--- src/rtl/pfc_pkg.sv ---
package pfc_pkg;
  localparam int CH_W  = 8;
  localparam int NCH   = 4;
  localparam int PIX_W = CH_W * NCH;
  localparam int SUM_W = CH_W + 2;

  localparam logic [2:0] FMT_RGBA8  = 3'd0;
  localparam logic [2:0] FMT_RGB8   = 3'd1;
  localparam logic [2:0] FMT_RGB565 = 3'd2;
  localparam logic [2:0] FMT_RGB5A1 = 3'd3;
  localparam logic [2:0] FMT_RGBA4  = 3'd4;

  localparam logic [1:0] SCL_NONE = 2'd0;
  localparam logic [1:0] SCL_PAIR = 2'd1;
  localparam logic [1:0] SCL_QUAD = 2'd2;

  typedef struct packed {
    logic [CH_W-1:0] r;
    logic [CH_W-1:0] g;
    logic [CH_W-1:0] b;
    logic [CH_W-1:0] a;
  } chan4_t;
endpackage

--- src/rtl/pfc_decode.sv ---
module pfc_decode
  import pfc_pkg::*;
(
  input  logic [PIX_W-1:0] word,
  input  logic [2:0]       fmt,
  output chan4_t           px
);
  always_comb begin
    px = '0;
    case (fmt)
      FMT_RGBA8:  px = chan4_t'(word);
      FMT_RGB8:   px = '{r: word[23:16], g: word[15:8], b: word[7:0], a: 8'hFF};
      FMT_RGB565: px = '{r: {word[15:11], word[15:13]},
                         g: {word[10:5],  word[10:9]},
                         b: {word[4:0],   word[4:2]},
                         a: 8'hFF};
      FMT_RGB5A1: px = '{r: {word[15:11], word[15:13]},
                         g: {word[10:6],  word[10:8]},
                         b: {word[5:1],   word[5:3]},
                         a: {8{word[0]}}};
      FMT_RGBA4:  px = '{r: {2{word[15:12]}}, g: {2{word[11:8]}},
                         b: {2{word[7:4]}},   a: {2{word[3:0]}}};
      default:    px = '0;
    endcase
  end
endmodule

--- src/rtl/pfc_average.sv ---
module pfc_average
  import pfc_pkg::*;
(
  input  logic       clk,
  input  logic       rst_n,
  input  logic       take,
  input  logic [1:0] scale,
  input  chan4_t     px,
  output logic       last,
  output chan4_t     avg
);
  logic [1:0] shift;
  logic [1:0] grp_max;
  logic [1:0] cnt_q, cnt_d;
  logic [PIX_W-1:0] px_flat, avg_flat;
  logic [NCH-1:0][SUM_W-1:0] sum_q, sum_d, sum_now;

  always_comb begin
    case (scale)
      SCL_PAIR: shift = 2'd1;
      SCL_QUAD: shift = 2'd2;
      default:  shift = 2'd0;
    endcase
    grp_max = 2'((3'd1 << shift) - 3'd1);
    last    = (cnt_q == grp_max);
  end

  assign px_flat = px;

  for (genvar c = 0; c < NCH; c++) begin : g_ch
    assign sum_now[c] = sum_q[c] + {2'b00, px_flat[c*CH_W +: CH_W]};
    assign avg_flat[c*CH_W +: CH_W] = CH_W'(sum_now[c] >> shift);
    always_comb begin
      sum_d[c] = sum_q[c];
      if (take) sum_d[c] = last ? '0 : sum_now[c];
    end
  end

  assign avg = chan4_t'(avg_flat);

  always_comb begin
    cnt_d = cnt_q;
    if (take) cnt_d = last ? 2'd0 : cnt_q + 2'd1;
  end

  always_ff @(posedge clk or negedge rst_n) begin
    if (!rst_n) begin
      cnt_q <= '0;
      sum_q <= '0;
    end else if (take) begin
      cnt_q <= cnt_d;
      sum_q <= sum_d;
    end
  end

  // the group counter never passes the group size
  a_r6_cnt_bound: assert property (@(posedge clk) disable iff (!rst_n)
    cnt_q <= grp_max);
  // without averaging no partial sum is ever held
  a_r4_no_partial: assert property (@(posedge clk) disable iff (!rst_n)
    (shift == 2'd0) |-> (cnt_q == 2'd0));
endmodule

--- src/rtl/pfc_encode.sv ---
module pfc_encode
  import pfc_pkg::*;
(
  input  chan4_t           px,
  input  logic [2:0]       fmt,
  output logic [PIX_W-1:0] word,
  output logic             known
);
  always_comb begin
    known = 1'b1;
    word  = '0;
    case (fmt)
      FMT_RGBA8:  word = px;
      FMT_RGB8:   word = {8'h00, px.r, px.g, px.b};
      FMT_RGB565: word = {16'h0000, px.r[7:3], px.g[7:2], px.b[7:3]};
      FMT_RGB5A1: word = {16'h0000, px.r[7:3], px.g[7:3], px.b[7:3], px.a[7]};
      FMT_RGBA4:  word = {16'h0000, px.r[7:4], px.g[7:4], px.b[7:4], px.a[7:4]};
      default: begin
        known = 1'b0;
        word  = '0;
      end
    endcase
  end
endmodule

--- src/rtl/pixel_fmt_conv.sv ---
module pixel_fmt_conv
  import pfc_pkg::*;
(
  input  logic             clk,
  input  logic             rst_n,
  input  logic [2:0]       cfg_in_fmt,
  input  logic [2:0]       cfg_out_fmt,
  input  logic [1:0]       cfg_scale,
  input  logic             cfg_raw,
  input  logic             in_valid,
  output logic             in_ready,
  input  logic [PIX_W-1:0] in_data,
  output logic             out_valid,
  input  logic             out_ready,
  output logic [PIX_W-1:0] out_data
);
  chan4_t           dec_px, avg_px;
  logic             grp_last, enc_known, take, emit;
  logic [1:0]       scale_eff;
  logic [PIX_W-1:0] enc_word;
  logic             vld_q, vld_d;
  logic [PIX_W-1:0] dat_q, dat_d;

  assign scale_eff = cfg_raw ? SCL_NONE : cfg_scale;
  assign in_ready  = !vld_q || out_ready;
  assign take      = in_valid && in_ready;

  pfc_decode u_dec (.word(in_data), .fmt(cfg_in_fmt), .px(dec_px));

  pfc_average u_avg (
    .clk(clk), .rst_n(rst_n), .take(take), .scale(scale_eff),
    .px(dec_px), .last(grp_last), .avg(avg_px)
  );

  pfc_encode u_enc (.px(avg_px), .fmt(cfg_out_fmt), .word(enc_word), .known(enc_known));

  assign emit = take && grp_last && (cfg_raw || enc_known);

  always_comb begin
    vld_d = vld_q;
    dat_d = dat_q;
    if (emit) begin
      vld_d = 1'b1;
      dat_d = cfg_raw ? in_data : enc_word;
    end else if (out_ready) begin
      vld_d = 1'b0;
    end
  end

  always_ff @(posedge clk or negedge rst_n) begin
    if (!rst_n) begin
      vld_q <= 1'b0;
    end else begin
      vld_q <= vld_d;
    end
  end

  always_ff @(posedge clk or negedge rst_n) begin
    if (!rst_n) begin
      dat_q <= '0;
    end else if (emit) begin
      dat_q <= dat_d;
    end
  end

  assign out_valid = vld_q;
  assign out_data  = dat_q;

  // a stalled output stays put
  a_r10_hold: assert property (@(posedge clk) disable iff (!rst_n)
    (out_valid && !out_ready) |=> (out_valid && $stable(out_data)));
  // raw words come through untouched
  a_r7_raw: assert property (@(posedge clk) disable iff (!rst_n)
    (in_valid && in_ready && cfg_raw) |=> (out_valid && out_data == $past(in_data)));
  // unknown destination yields nothing
  a_r9_drop: assert property (@(posedge clk) disable iff (!rst_n)
    (in_valid && in_ready && !cfg_raw && cfg_out_fmt > 3'd4) |=> !out_valid);
  // no output before a group completes
  a_r6_no_early: assert property (@(posedge clk) disable iff (!rst_n)
    (in_valid && in_ready && !grp_last) |=> !out_valid);
  // one output per pixel when not averaging
  a_r4_single: assert property (@(posedge clk) disable iff (!rst_n)
    (in_valid && in_ready && !cfg_raw && cfg_scale == SCL_NONE && cfg_out_fmt <= 3'd4)
    |=> out_valid);
endmodule

--- config.mk ---
export PLATFORM = sky130hd
export DESIGN_NAME = pixel_fmt_conv
export DESIGN_NICKNAME = d
export VERILOG_FILES = /design/src/rtl/pfc_pkg.sv /design/src/rtl/pfc_decode.sv /design/src/rtl/pfc_average.sv /design/src/rtl/pfc_encode.sv /design/src/rtl/pixel_fmt_conv.sv
export SDC_FILE = /design/constraint.sdc
export NUM_CORES = 1
export LEC_CHECK = 0
export ABC_AREA = 1
export BUFFER_PORTS_ARGS = -buffer_cell sky130_fd_sc_hd__buf_2
export CELL_PAD_IN_SITES_DETAIL_PLACEMENT = 1
export CELL_PAD_IN_SITES_GLOBAL_PLACEMENT = 2
export CORE_ASPECT_RATIO = 1.4
export CORE_UTILIZATION = 33
export CTS_CLUSTER_SIZE = 25
export DETAILED_ROUTE_END_ITERATION = 10
export PLACE_DENSITY = 0.81
export SYNTH_ARGS = -nofsm -noshare
export SYNTH_HDL_FRONTEND = slang
export SYNTH_SLANG_ARGS = --single-unit
--- constraint.sdc ---
create_clock -name clk -period 2.9 [get_ports clk]
set_input_delay 0.435 -clock clk [delete_from_list [all_inputs] [get_ports clk]]
set_output_delay 0.435 -clock clk [all_outputs]
set_load 0.01 [all_outputs]
==> impl_metrics.ini, run 1 <==
[logic_synthesis]
synthMuxAreaShare = 0
synth_fa_ha_area_frac = 0.0716
synth_fp_nets = 1201
synth-async-reset-ratio = 1.00
syn_avg_cell_area_um2 = 6.31
synth-xor-area-share = 0.0124
synth_seq_cells = 75
yosysSeqAreaShare = 0.266
synthTopCellsByArea = dfrtp_1 (27%), nand2_1 (18%), nand3_1 (12%), a21oi_1 (6.2%), inv_1 (6.1%)
yosysWarnings = 0
synth_top_area_frac = 0.266
synth_compound_area_frac = 0.146
netlist_area_um2 = 7060
synth_edf_count = 0
yosys.area_share.simple = 0.413
synth_top_family_by_area = simple AND/OR/NAND/NOR gates
synthFlopType = dfrtp_1
synth_cell_types = 42
netlist_instances = 1118
synth_area_leader_cell = dfrtp_1

[finish]
fin_nets = 1446
antenna_cells = 0
final_cells = 1624
drive_gt1_frac = 0.447
area_delta_synth_final_pct = 56.1
layout_common_cells = nand2_1 (245), buf_4 (184), inv_1 (99)
layout_commonest_cell = nand2_1
regArea_um2 = 1880
fillCellCount = 2617
multi_input_area_um2 = 6020

[timing]
min_period_ns = 3.00
relSlewSlack = 0.428
skew_ns = 0.0143
tightestPinTransition_ns = 0.852
slew_violations = 0
setup_viol = 13
timing.fmax_mhz = 333
tns_ns = -0.498
final-hold-violation-count = 0
min_period_over_period = 1.03
fin_ws_ns = -0.0992
rsz0062_at_grt = true

[min_path]
holdCritPathClass = input pin to async pin

[clock_tree]
cts_max_level = 3
cts_hold_buf = 0
cts.sinks = 75
clockRootBuffer = clkbuf_16
clockBufferDepth = 2
path_clk_slew_ns = 0.07
numCtsBuffers = 9
cts_tree = yes
clk_latency_ns = 0.37

[power]
ir_worst_vdd_v = 0.000398
p_sw_w = 0.00441
leakagePower_nw = 5.35
p_seq_frac = 0.209
p_clk_frac = 0.132
comb_power_share = 0.660
p_sw_frac = 0.480
power_density_nw_per_um2 = 833
intPower_w = 0.00477

[place]
gp_congestion = 0.973
port-buffer-count = 78
dp.cells = 1580
place_hpwl_um = 26100

[setup_path]
worstPathRequired_ns = 3.18
cp-startpoint = cfg_in_fmt[0]
worst-path-max-fanout = 10
startpoint_type = input pin
arrival_ns = 3.28
r2r-start = u_avg.sum_q[20]$_DFFE_PN0P_
endpoint_kind = flip-flop
path_class = input pin to flip-flop

[detailed_routing]
wl_um = 35500
routed-via-count = 9121
drc = 6
postRouteAntennaNets = 0
wl_met1_um = 13000
vias_per_cell = 5.62
drtPass1Iterations = 8
post_drt_wl_per_cell_um = 21.8
met3_length_um = 1430
met2WireLength_um = 18600
drt_iter0_drc = 548
highest_layer = met4

[grt]
track_usage = 0.312
antenna_found_initial = 0
overflow = 0
grt_max_degree = 41
grt_pass1_vias = 9216
grt_first_pass_wirelength_um = 51700

[die]
die_w_um = 126
num_rows = 62
start_util = 0.341
io_pins = 79
die_height_um = 175
die_area_um2 = 22000
core_area_um2 = 20700

[outcome]
violations = design-rule violations, negative setup slack
status = finished, violations left

[flow_run]
maxCapViolations = 0
-- cells by family (layout without fill, tap and decap cells) --
family                   count (synthesis)  in the layout
buffers and inverters                  166            416
AO/OA/AOI/OAI                          175            175
XOR/XNOR                                10             10
flip-flops                              75             75
adder cells (fa/ha/maj)                 38             38
AND/OR/NAND/NOR                        654            654
-- worst max-delay path: stages --
cell and delay (ns):
buf_4 0.13, inv_2 0.05, nor2_2 0.04, inv_2 0.11, nor2_4 0.06, buf_6 0.13
buf_6 0.14, nand2_1 0.06, nand4_1 0.36, ha_4 0.45, nand2_2 0.07, nor2_2 0.10
nand3_2 0.09, nand3_1 0.17, nand3_1 0.20, nand3_2 0.16, nand4_1 0.11, nand3b_1 0.12
nand2_1 0.12, a21oi_1 0.18
-- worst paths after layout --
check,slack [ns],end,depth (start not counted)
max in group asynchronous,2.17,u_avg.sum_q[20]$_DFFE_PN0P_,2
max reg2reg,0.49,out_data[9]$_DFFE_PN0P_,15
min in group clk,0.35,out_valid$_DFFE_PN0P_,4
max,-0.1,out_data[9]$_DFFE_PN0P_,20
min,0.07,u_avg.sum_q[35]$_DFFE_PN0P_,1
min reg2reg,0.49,u_avg.sum_q[34]$_DFFE_PN0P_,2
-- state kept, by name (all words and copies together) (netlist names) --
register     cells
out_data        32
out_valid        1
u_avg.cnt_q      2
u_avg.sum_q     40
-- power groups by stage --
stage	clock network [W]	logic, W	registers [W]
2_1_floorplan	0	0.00262	0.00189
3_3_place_gp	0	0.00468	0.00187
3_5_place_dp	0	0.00480	0.00189
4_1_cts	0.00122	0.00519	0.00189
5_1_grt	0.00125	0.00656	0.00196
6_report	0.00121	0.00605	0.00192
-- Yosys cell counts, types with 4 or more instances --
library cell and number:
nor2_1 68, ha_1 34, o2111ai_1 9, inv_2 7, o211ai_1 14, o22ai_1 13, buf_2 14, clkbuf_1 26
nand3_1 170, nand2_2 4, inv_1 115, nor3_1 4, nor2_2 6, dfrtp_1 75, and2_1 4, nand2_1 343
nand3_2 13, nand3b_1 10, nand4_1 25, fa_1 4, o21ai_0 34, a21oi_1 88, xor2_1 7, a22oi_1 4
-- metal layers --
metal	vias to the layer above	track usage
met5	-	0
met4	0	0.198
met3	113	0.0383
met2	261	0.581
met1	4510	0.331
li1	4237	-
-- area by class of cell --
class                           instances  share of cell area
Multi-Input combinational cell        877               0.546
Timing Repair Buffer                  277               0.185
Sequential cell                        75               0.170
Inverter                              123              0.0428
Tap cell                              256              0.0291
Clock buffer                           12              0.0224
Clock inverter                          4             0.00454
-- per-stage QoR --
| step | util | hold WS (ns) | power, W | worst slack [ns] | area (um2) |
|---|---|---|---|---|---|
| final | 0.532 | 0.0705 | 0.00918 | -0.0992 | 11000 |
| after global routing | 0.532 | 0.127 | 0.00976 | -0.202 | 11000 |
| after CTS | 0.478 | 0.0961 | 0.00830 | -0.0259 | 9910 |
| after detailed placement | 0.434 | 0.479 | 0.00668 | -0.845 | 8980 |
| after global placement | 0.434 | 0.466 | 0.00655 | -0.820 | 8980 |
| after floorplan | - | 0.139 | 0.00450 | 0.0156 | 7080 |
-- what timing repair did --
action                     in CTS  in global routing
buffers inserted                7                 23
setup endpoints to repair      33                 32
resized for setup             136                226
pin swaps                      52                120
cloned                          0                  0
(Power assumes the default switching activity.)
==> inputs of run 2 (changes only) <==
RECOVER_POWER = 50   (was default)
==> impl_metrics.ini, run 2 (synthesis results as in run 1) <==
[finish]
finish.instance_area_um2 = 11000
area_delta_synth_final_pct = 55.8
final_cells = 1624
regMostFlops = u_avg.sum_q
largest_reg_flops = 40
layout_common_cells = nand2_1 (245), buf_4 (183), inv_1 (99)
drive_gt1_frac = 0.444
antenna_cells = 0
fin_nets = 1446
layout_commonest_cell = nand2_1
fillCellCount = 2622

[place]
port-buffer-count = 78
gp_congestion = 0.973
dp.cells = 1580
place_area_um2 = 8980
dpl_worst_slack_ns = -0.845
place_hpwl_um = 26100

[detailed_routing]
vias_per_cell = 5.62
drt_iter0_drc = 547
drc = 6
post_drt_wl_per_cell_um = 21.8
routed-via-count = 9121
postRouteAntennaNets = 0
drtPass1Iterations = 8
wl_um = 35500

[clock_tree]
cts_hold_buf = 0
clockRootBuffer = clkbuf_16
cts_max_level = 3
cts_tree = yes
numCtsBuffers = 9
clk_latency_ns = 0.37
clockBufferDepth = 2
cts.sinks = 75
path_clk_slew_ns = 0.07

[grt]
track_usage = 0.312
grt_pass1_vias = 9216
overflow = 0
grt_first_pass_wirelength_um = 51700
antenna_found_initial = 0
grt_max_degree = 41

[setup_path]
arrival_ns = 3.28
r2r-start = u_avg.sum_q[20]$_DFFE_PN0P_
critical_path.endpoint = out_data[9]$_DFFE_PN0P_
cp-startpoint = cfg_in_fmt[0]
worstPathRequired_ns = 3.18
rr_worst_depth = 15
startpoint_type = input pin
path_class = input pin to flip-flop
endpoint_kind = flip-flop
reg2reg_to = out_data[9]$_DFFE_PN0P_
worst-path-max-fanout = 10
ff2ff_setup_slack_ns = 0.49

[die]
num_rows = 62
die_w_um = 126
die_height_um = 175
die_area_um2 = 22000
core_area_um2 = 20700
io_pins = 79
start_util = 0.341

[timing]
slew_violations = 0
min_period_over_period = 1.03
rsz0062_at_grt = true
tightestPinTransition_ns = 1.21
timing.fmax_mhz = 333
skew_ns = 0.0143
min_period_ns = 3.00
relSlewSlack = 0.196
setup_viol = 13
fin_ws_ns = -0.0992
final-hold-violation-count = 0

[power]
power_w = 0.00917
ir_worst_vdd_v = 0.000398
power_density_nw_per_um2 = 834
leakagePower_nw = 5.34

[outcome]
status = finished, violations left
violations = design-rule violations, negative setup slack

[min_path]
holdCritPathClass = input pin to async pin

[flow_run]
maxCapViolations = 0
## run 2: worst min-delay path by stage
| stage | from | endpoint | depth (start not counted) |
|---|---|---|---|
| 3_5_place_dp | out_data[30]$_DFFE_PN0P_ | out_data[30]$_DFFE_PN0P_ | 2 |
| 6_report | rst_n | u_avg.sum_q[35]$_DFFE_PN0P_ | 1 |
| 4_1_cts | rst_n | u_avg.sum_q[35]$_DFFE_PN0P_ | 1 |
| 3_3_place_gp | out_data[30]$_DFFE_PN0P_ | out_data[30]$_DFFE_PN0P_ | 2 |
| 2_1_floorplan | rst_n | out_data[0]$_DFFE_PN0P_ | 0 |
| 5_1_grt | out_ready | out_valid$_DFFE_PN0P_ | 4 |
## run 2: timing repair
action / CTS / global route
pin swaps: 52 / 120
cloned: 0 / 0
gates resized for setup: 136 / 226
buffers inserted: 7 / 23
setup endpoints to repair: 33 / 32
## run 2: power by group
part / total [W] / internal (W) / switching (W) / leakage (nW)
Combinational: 0.00605 / 0.00255 / 0.00350 / 4.27
Sequential: 0.00192 / 0.00153 / 0.000393 / 0.926
Clock: 0.00121 / 0.000690 / 0.000518 / 0.139
## run 2: layer usage
layer / GRT usage / up-vias / wire length, um
li1: - / 4237 / -
met1: 0.331 / 4510 / 13000
met2: 0.581 / 261 / 18600
met3: 0.0383 / 113 / 1430
met4: 0.198 / 0 / 2400
met5: 0 / - / 0
## run 2: critical path, cell delays in order
cell and delay (ns):
buf_4 0.13, inv_2 0.05, nor2_2 0.04, inv_2 0.11, nor2_4 0.06, buf_6 0.13, buf_6 0.14, nand2_1 0.06
nand4_1 0.36, ha_4 0.45, nand2_2 0.07, nor2_2 0.10, nand3_2 0.09, nand3_1 0.17, nand3_1 0.20, nand3_2 0.16
nand4_1 0.11, nand3b_1 0.12, nand2_1 0.12, a21oi_1 0.18
## run 2: area by class of cell
| cell class | count | area, um2 | share of cell area |
|---|---|---|---|
| clock inverter | 4 | 50.0 | 0.00455 |
| sequential | 75 | 1880 | 0.171 |
| timing repair buffer | 277 | 2020 | 0.183 |
| clock buffer | 12 | 246 | 0.0224 |
| multi-input combinational | 877 | 6020 | 0.547 |
| inverter | 123 | 472 | 0.0429 |
| tap | 256 | 320 | 0.0291 |
## run 2: metrics by stage
| stage | hold slack (ns) | TNS (ns) | util |
|---|---|---|---|
| floorplan | 0.139 | 0 | - |
| global placement | 0.466 | -22.22 | 0.434 |
| detailed placement | 0.479 | -25.09 | 0.434 |
| CTS | 0.0961 | -0.0987 | 0.478 |
| global route | 0.384 | -3.56 | 0.531 |
| finish | 0.290 | -0.499 | 0.531 |
==> inputs of run 3 (changes only) <==
CORE_UTILIZATION = 29   (was 33)
GPL_ROUTABILITY_DRIVEN = 0   (was default)
PLACE_DENSITY = 0.75   (was 0.81)
clock period = 2.5 ns   (was 2.9 ns; I/O delays follow)
==> impl_metrics.ini, run 3 (synthesis results as in run 1) <==
[outcome]
status = finished, violations left
violations = negative setup slack

[grt]
grt_first_pass_wirelength_um = 55200
antenna_found_initial = 0
track_usage = 0.290
grt_pass1_vias = 9768
overflow = 0
grt_max_degree = 40

[timing]
rsz0062_at_grt = true
fin_ws_ns = -0.400
timing.fmax_mhz = 345
slew_violations = 0
skew_ns = 0.0104
min_period_over_period = 1.16
setup_viol = 34
tightestPinTransition_ns = 1.18
final-hold-violation-count = 0
min_period_ns = 2.90
relSlewSlack = 0.210

[finish]
fin_nets = 1472
drive_gt1_frac = 0.506
area_delta_synth_final_pct = 70.7
finish.instance_area_um2 = 12000
layout_commonest_cell = nand2_1
final_cells = 1704
layout_common_cells = nand2_1 (230), buf_4 (184), inv_1 (94)
regMostFlops = u_avg.sum_q
antenna_cells = 0
largest_reg_flops = 40

[setup_path]
endpoint_kind = flip-flop
arrival_ns = 3.16
path_class = input pin to flip-flop
worstPathRequired_ns = 2.76
rr_worst_depth = 14
reg2reg_to = out_data[6]$_DFFE_PN0P_
ff2ff_setup_slack_ns = 0.12
worst-path-max-fanout = 6
r2r-start = u_avg.sum_q[0]$_DFFE_PN0P_
startpoint_type = input pin

[min_path]
holdCritPathClass = input pin to async pin

[detailed_routing]
drtPass1Iterations = 4
drt_iter0_drc = 410
postRouteAntennaNets = 0
wl_um = 37800
drc = 0
vias_per_cell = 5.45
routed-via-count = 9290
post_drt_wl_per_cell_um = 22.2

[power]
ir_worst_vdd_v = 0.000424
power_density_nw_per_um2 = 944
leakagePower_nw = 5.74

[flow_run]
maxCapViolations = 0

[clock_tree]
clockRootBuffer = clkbuf_16
clockBufferDepth = 2
path_clk_slew_ns = 0.07
cts.sinks = 75
cts_tree = yes
cts_max_level = 3
clk_latency_ns = 0.37
numCtsBuffers = 9

[place]
port-buffer-count = 78
place_area_um2 = 9370
dpl_worst_slack_ns = -1.05
dp.cells = 1653
place_hpwl_um = 27200

[die]
core_area_um2 = 23900
num_rows = 67
io_pins = 79
die_w_um = 134
die_area_um2 = 25000
start_util = 0.295
die_height_um = 187
-- run 3: per-stage QoR --
| step | hold slack (ns) | utilization | power (W) | TNS (ns) |
|---|---|---|---|---|
| finish | 0.217 | 0.504 | 0.0114 | -8.72 |
| global route | 0.284 | 0.504 | 0.0121 | -12.76 |
| CTS | 0.0273 | 0.455 | 0.0101 | -6.25 |
| detailed placement | 0.422 | 0.392 | 0.00785 | -40.19 |
| global placement | 0.419 | 0.392 | 0.00769 | -35.77 |
| floorplan | 0.0794 | - | 0.00530 | -3.25 |
-- run 3: layout make-up --
cell class | instances | area, um2
clock buffers | 9 | 225
clock inverters | 7 | 65.1
fillers | 2947 | 11800
inverters | 123 | 487
multi-input cells | 877 | 6660
flip-flops and latches | 75 | 1880
well taps | 310 | 388
repair buffers | 303 | 2350
-- run 3: worst max-delay path, stage by stage --
cell	delay [ns]
buf_6	0.11
inv_2	0.05
nor2_2	0.04
inv_2	0.10
nor2_4	0.05
buf_6	0.14
a22oi_2	0.32
buf_4	0.19
o2111ai_4	0.10
buf_6	0.16
ha_4	0.32
nand2_8	0.08
nor2_4	0.13
nand3_4	0.11
nand2_4	0.10
nand2_4	0.08
nand3_4	0.08
nand2_1	0.05
nand2_1	0.07
nand2_2	0.09
nand2_1	0.07
nand2_1	0.07
o21ai_2	0.17
a21oi_1	0.09
-- run 3: worst max path at each step --
stage / from / to / slack, ns / cells after the start
after floorplan: cfg_in_fmt[1] / out_data[17]$_DFFE_PN0P_ / -0.19 / 21
after global placement: cfg_in_fmt[1] / out_data[2]$_DFFE_PN0P_ / -0.97 / 24
after detailed placement: cfg_in_fmt[1] / out_data[4]$_DFFE_PN0P_ / -1.05 / 23
after CTS: cfg_in_fmt[1] / out_data[4]$_DFFE_PN0P_ / -0.30 / 22
after global routing: cfg_in_fmt[0] / out_data[6]$_DFFE_PN0P_ / -0.48 / 21
final: cfg_in_fmt[0] / out_data[4]$_DFFE_PN0P_ / -0.40 / 24
-- run 3: what timing repair did --
action                     4_1_cts  5_1_grt
pin swaps                       80      108
hold buffers                     0        0
setup buffers                   21       19
hold endpoints to repair         0        0
setup endpoints to repair       47       46
resized for setup              232      244
-- run 3: report_power, final --
| part | leakage (nW) | total [W] | internal (W) | switching [W] |
|---|---|---|---|---|
| clock network | 0.141 | 0.00139 | 0.000701 | 0.000693 |
| registers | 0.926 | 0.00222 | 0.00177 | 0.000455 |
| logic | 4.67 | 0.00775 | 0.00330 | 0.00445 |
-- run 3: layer usage --
layer  wire length, um  global-route usage  up-vias
met5                 0                   0        -
met4              1630               0.134        0
met3              1480              0.0416       96
li1                  -                   -     4299
met1             14700               0.338     4652
met2             20000               0.516      243
